<file path="src/rtl/chgev_pkg.sv">
package chgev_pkg;

  // Strobes from the control to the datapath
  typedef struct packed {
    logic capture;  // take a new snapshot this edge
    logic pop;      // retire the presented event this edge
  } chgevCtl_t;

endpackage

</file>
<file path="src/rtl/chgev_datapath.sv">
module chgev_datapath
  import chgev_pkg::*;
#(
  parameter int NUM_CH = 32,
  parameter int TS_W   = 32,
  parameter int CH_W   = $clog2(NUM_CH)
) (
  input  logic              clk,
  input  logic              rstN,
  input  chgevCtl_t         ctl,
  input  logic [NUM_CH-1:0] sampleData,
  input  logic              maskWe,
  input  logic [NUM_CH-1:0] maskIn,
  output logic              anyPending,
  output logic [CH_W-1:0]   evtChan,
  output logic              evtRise,
  output logic [TS_W-1:0]   evtStamp
);

  localparam logic [NUM_CH-1:0] ONE_VEC  = NUM_CH'(1);
  localparam logic [NUM_CH-1:0] ALL_ONES = '1;

  logic [NUM_CH-1:0] prevQ;    // last accepted snapshot
  logic [NUM_CH-1:0] maskQ;    // per-channel enables
  logic [NUM_CH-1:0] pendQ;    // events still to leave
  logic [TS_W-1:0]   tsQ;      // free-running counter
  logic [TS_W-1:0]   stampQ;   // counter latched at capture
  logic [NUM_CH-1:0] changed;
  logic [NUM_CH-1:0] lowOne;
  logic [CH_W-1:0]   pickIdx;

  assign changed = sampleData ^ prevQ;
  assign lowOne  = pendQ & (~pendQ + ONE_VEC);

  always_comb begin
    pickIdx = '0;
    for (int i = NUM_CH - 1; i >= 0; i--) begin
      if (pendQ[i]) pickIdx = CH_W'(i);
    end
  end

  always_ff @(posedge clk or negedge rstN) begin
    if (!rstN) tsQ <= '0;
    else       tsQ <= tsQ + 1'b1;
  end

  always_ff @(posedge clk or negedge rstN) begin
    if (!rstN)       maskQ <= ALL_ONES;
    else if (maskWe) maskQ <= maskIn;
  end

  always_ff @(posedge clk or negedge rstN) begin
    if (!rstN) begin
      prevQ  <= '0;
      pendQ  <= '0;
      stampQ <= '0;
    end else if (ctl.capture) begin
      prevQ  <= sampleData;
      pendQ  <= changed & maskQ;
      stampQ <= tsQ;
    end else if (ctl.pop) begin
      pendQ  <= pendQ & ~lowOne;
    end
  end

  assign anyPending = |pendQ;
  assign evtChan    = pickIdx;
  assign evtRise    = prevQ[pickIdx];
  assign evtStamp   = stampQ;

  // the control only captures when nothing is pending
  p_capture_idle_r10: assert property (@(posedge clk) disable iff (!rstN)
    ctl.capture |-> !anyPending);

  // no pending bit for a channel disabled at capture time
  p_mask_gate_r4: assert property (@(posedge clk) disable iff (!rstN)
    ctl.capture |=> (pendQ & ~$past(maskQ)) == '0);

  // identical snapshot yields nothing
  p_no_change_r3: assert property (@(posedge clk) disable iff (!rstN)
    (ctl.capture && (sampleData == prevQ)) |=> !anyPending);

  // each handshake retires exactly one event
  p_one_pop_r9: assert property (@(posedge clk) disable iff (!rstN)
    ctl.pop |=> ($countones(pendQ) + 1) == $countones($past(pendQ)));

  // presented event holds while not accepted
  p_hold_r9: assert property (@(posedge clk) disable iff (!rstN)
    (anyPending && !ctl.pop) |=>
      (anyPending && $stable(evtChan) && $stable(evtRise) && $stable(evtStamp)));

  // channels of one snapshot leave in ascending order
  p_ascend_r7: assert property (@(posedge clk) disable iff (!rstN)
    ctl.pop |=> (!anyPending || (evtChan > $past(evtChan))));

  // all events of a snapshot share one stamp
  p_stamp_r8: assert property (@(posedge clk) disable iff (!rstN)
    anyPending |=> (!anyPending || $stable(evtStamp)));

endmodule

</file>
<file path="src/rtl/chgev_control.sv">
module chgev_control
  import chgev_pkg::*;
(
  input  logic      clk,
  input  logic      rstN,
  input  logic      sampleStb,
  input  logic      evtReady,
  input  logic      anyPending,
  output chgevCtl_t ctl,
  output logic      evtValid,
  output logic      busy
);

  // A strobe is taken only with an empty pending set; a handshake only
  // when an event is presented.
  assign ctl.capture = sampleStb && !anyPending;
  assign ctl.pop     = anyPending && evtReady;
  assign evtValid    = anyPending;
  assign busy        = anyPending;

  // a strobe arriving while busy never turns into a capture
  p_drop_busy_r10: assert property (@(posedge clk) disable iff (!rstN)
    (sampleStb && busy) |-> !ctl.capture);

  // no retirement without a presented event
  p_pop_valid_r9: assert property (@(posedge clk) disable iff (!rstN)
    ctl.pop |-> (evtValid && evtReady));

endmodule

</file>
<file path="src/rtl/chgev_top.sv">
module chgev_top
  import chgev_pkg::*;
#(
  parameter int NUM_CH = 32,
  parameter int TS_W   = 32,
  parameter int CH_W   = $clog2(NUM_CH)
) (
  input  logic              clk,
  input  logic              rstN,
  input  logic              sampleStb,
  input  logic [NUM_CH-1:0] sampleData,
  input  logic              maskWe,
  input  logic [NUM_CH-1:0] maskIn,
  output logic              evtValid,
  input  logic              evtReady,
  output logic [CH_W-1:0]   evtChan,
  output logic              evtRise,
  output logic [TS_W-1:0]   evtStamp,
  output logic              busy
);

  chgevCtl_t ctl;
  logic      anyPending;

  chgev_control u_ctrl (
    .clk        (clk),
    .rstN       (rstN),
    .sampleStb  (sampleStb),
    .evtReady   (evtReady),
    .anyPending (anyPending),
    .ctl        (ctl),
    .evtValid   (evtValid),
    .busy       (busy)
  );

  chgev_datapath #(
    .NUM_CH (NUM_CH),
    .TS_W   (TS_W),
    .CH_W   (CH_W)
  ) u_dp (
    .clk        (clk),
    .rstN       (rstN),
    .ctl        (ctl),
    .sampleData (sampleData),
    .maskWe     (maskWe),
    .maskIn     (maskIn),
    .anyPending (anyPending),
    .evtChan    (evtChan),
    .evtRise    (evtRise),
    .evtStamp   (evtStamp)
  );

endmodule

</file>
<file path="config.mk">
export PLATFORM = sky130hd
export DESIGN_NAME = chgev_top
export DESIGN_NICKNAME = d
export VERILOG_FILES = /design/src/rtl/chgev_pkg.sv /design/src/rtl/chgev_datapath.sv /design/src/rtl/chgev_control.sv /design/src/rtl/chgev_top.sv
export SDC_FILE = /design/constraint.sdc
export NUM_CORES = 1
export LEC_CHECK = 0
export ABC_AREA = 0
export CAP_MARGIN = 20
export CORE_UTILIZATION = 59
export CTS_CLUSTER_DIAMETER = 200
export DETAILED_ROUTE_END_ITERATION = 10
export PLACE_DENSITY = 0.93
export SYNTH_ARGS = -nofsm -noshare
export SYNTH_HDL_FRONTEND = slang
export SYNTH_SLANG_ARGS = --single-unit
export TNS_END_PERCENT = 10
</file>
<file path="constraint.sdc">
create_clock -name clk -period 3.7 [get_ports clk]
set_clock_uncertainty 0.15 [all_clocks]
set_input_delay 0.37 -clock clk [delete_from_list [all_inputs] [get_ports clk]]
set_output_delay 0.37 -clock clk [all_outputs]
set_load 0.05 [all_outputs]
</file>
==> results of run 1 <==
-- sequential cells by signal, indices dropped and copies added, names as in the netlist --
| signal | flops |
|---|---|
| u_dp.evtStamp | 32 |
| u_dp.maskQ | 32 |
| u_dp.pendQ | 32 |
| u_dp.prevQ | 32 |
| u_dp.tsQ | 32 |
-- routing by layer --
metal	GRT usage (%)	routed length, um
met1	37.20	7334
met2	48.93	8856
met3	8.788	1389
met4	12.38	477
met5	0	0
-- cell families after synthesis --
| kind of cell | after synthesis | synth area share (%) |
|---|---|---|
| AO/OA/AOI/OAI | 74 | 7.403 |
| XOR/XNOR | 62 | 7.286 |
| adder cells (fa/ha/maj) | 1 | 0.1678 |
| buffers and inverters | 40 | 2.720 |
| flip-flops | 160 | 54.26 |
| multiplexers | 50 | 7.269 |
| AND/OR/NAND/NOR | 346 | 20.90 |
-- per-stage QoR --
stage,instance area [um2],std cells
global placement,8702,990
CTS,9311,1023
floorplan,7453,733
detailed placement,8702,990
finish,9380,1028
global route,9380,1028
-- synthesized netlist by cell type (8+ instances only) --
cell	count	area [um2]
nand2_1	234	878.3
dfrtp_1	128	3203
xor2_1	40	350.3
nand3_1	36	180.2
mux2_2	33	371.6
dfstp_2	32	840.8
nor2_1	23	86.33
xnor2_1	22	192.7
o21ai_0	18	90.09
mux2i_1	17	170.2
a32o_1	16	160.2
clkbuf_1	11	41.29
inv_1	11	41.29
and3_1	10	62.56
buf_2	10	50.05
a21oi_1	9	45.04
nand4_1	8	50.05
-- area by class of cell --
class	instances	area (um2)	area share, %
clock buffers	22	464.2	4.949
inverters	12	50.05	0.5335
well taps	168	210.2	2.241
multi-input cells	534	3256	34.71
repair buffers	122	1227	13.09
flip-flops and latches	160	4045	43.12
clock inverters	10	127.6	1.361
-- path summary, 6_finish.rpt --
| kind | startpoint | cells after the start | to | slack [ns] |
|---|---|---|---|---|
| worst max-delay path | u_dp.pendQ[24]$_DFFE_PN0P_ | 11 | evtRise | 0.15 |
| worst min-delay path | u_dp.tsQ[31]$_DFF_PN0_ | 1 | u_dp.tsQ[31]$_DFF_PN0_ | 0.32 |
| worst max register to register | u_dp.pendQ[16]$_DFFE_PN0P_ | 9 | u_dp.pendQ[28]$_DFFE_PN0P_ | 0.74 |
| worst min register to register | u_dp.tsQ[31]$_DFF_PN0_ | 1 | u_dp.tsQ[31]$_DFF_PN0_ | 0.32 |
| max in group asynchronous | rstN | 3 | u_dp.maskQ[5]$_DFFE_PN1P_ | 2.14 |
| min in group asynchronous | rstN | 2 | u_dp.prevQ[29]$_DFFE_PN0P_ | 0.37 |
-- timing repair --
| item | in CTS | in global routing |
|---|---|---|
| setup endpoints to repair | 2 | 1 |
| hold buffers | 1 | 0 |
| gates resized for setup | 3 | 7 |
| endpoints found under the hold margin | 45 | 0 |
| cloned | 0 | 1 |
| pin swaps | 1 | 3 |
| setup buffers | 0 | 4 |
==> impl_metrics.ini, run 1 <==
[sta]
slew_headroom_pct = 56.58
fmax_mhz = 281.6
setup_slack_ns = 0.1491
fin_crit_ns = 3.551
tns_ns = 0
worstMarginPinSlew_ns = 0.6349
hold_violations = 0
rsz0062_at_grt = no
maxSlewViolCount = 0
holdWs_ns = 0.3222
finalCritPeriodShare_pct = 95.97
setup_violations = 0

[clock_network]
tritoncts = yes
cts_htree_levels = 4
clockBufferDepth = 2
cts_inserted_buffers = 17
clk_pin_slew_ns = 0.06
clock_sinks = 160
insertion_delay_ns = 0.42
root_buffer = clkbuf_16

[global_route]
grt_max_degree = 98
antenna_found_initial = 0
grt_use_total_pct = 29.85
grt_pass1_wl_um = 29390
grt_remaining_overflow = 0
grt_pass1_vias = 5887

[layout]
layout_common_cells = nand2_1, dfrtp_1, clkdlybuf4s50_1, xor2_1, nand3_1
drive_gt1_share_pct = 15.35
fin_nets = 917
antenna_cells = 0
areaGrowthSynthToFinish_pct = 25.85
utilization_pct = 77.13
final_common_cell = nand2_1
fillCellCount = 770

[routing]
viasPerCell = 5.730
via_count = 5890
ant_nets = 0
dr.pass1.iters = 6
drt_wl_total_um = 18060
first_iter_violations = 437
drc = 0
wl_per_cell_um = 17.57

[floorplan]
start_util_pct = 61.29
ios = 109
chipHeight_um = 114.4
core_area_um2 = 12160
die_w_um = 114.4
dieArea_um2 = 13090
rows = 40

[critical_path]
crit_type = reg2out
cp.buffers_inverters = 2
cp_slowest_stage_delay_ns = 0.58
endpoint_kind = primary output
cp_cell_sequence = or4_1 -> a21o_1 -> a21oi_1 -> o21ai_1 -> nand2_1 -> nand2_1 -> inv_1 -> a2111oi_0 -> a311oi_1 -> a21oi_2 -> buf_12
cpMaxStageDelayCell = or4_1
crit_arrival_ns = 3.03
path_delay_family = compound AO/OA/AOI/OAI gates
startpoint_type = register
worstPathMaxFanout = 7
cp.required_ns = 3.18
critPathMostFrequentCell = nand2_1

[synthesis]
seq_area_frac_synth_pct = 54.26
synthCells = 733
yosysUniqueCellTypes = 58
synth_area_per_cell_um2 = 10.17
ys.flop_type = dfrtp_1
yosysWarnings = 0
synthArstFlopShare_pct = 100.0
synth_nets = 803
ys_seq_elements = 160
synth_area_um2 = 7453
synth-edff-count = 0

[hold_path]
hold_class = reg2reg

[placed_design]
portBuffers = 108
pre_cts_slack_ns = 0.2938
hpwl_um = 12410
place_congestion = 0.9163

[status]
status = finished, final reports clean

[flow_run]
max-cap-violations = 0
Power of run 1 is left out: the tool's default activity adds up to more than one toggle a clock period on the data nets, which glitch-free logic cannot reach.
==> run 2, diff against run 1 <==
- CAP_MARGIN: 20 -> not set
==> results of run 2 <==
Final layout, timing and power as in run 1 (identical DEF).
Power of run 2 is left out for the same reason.
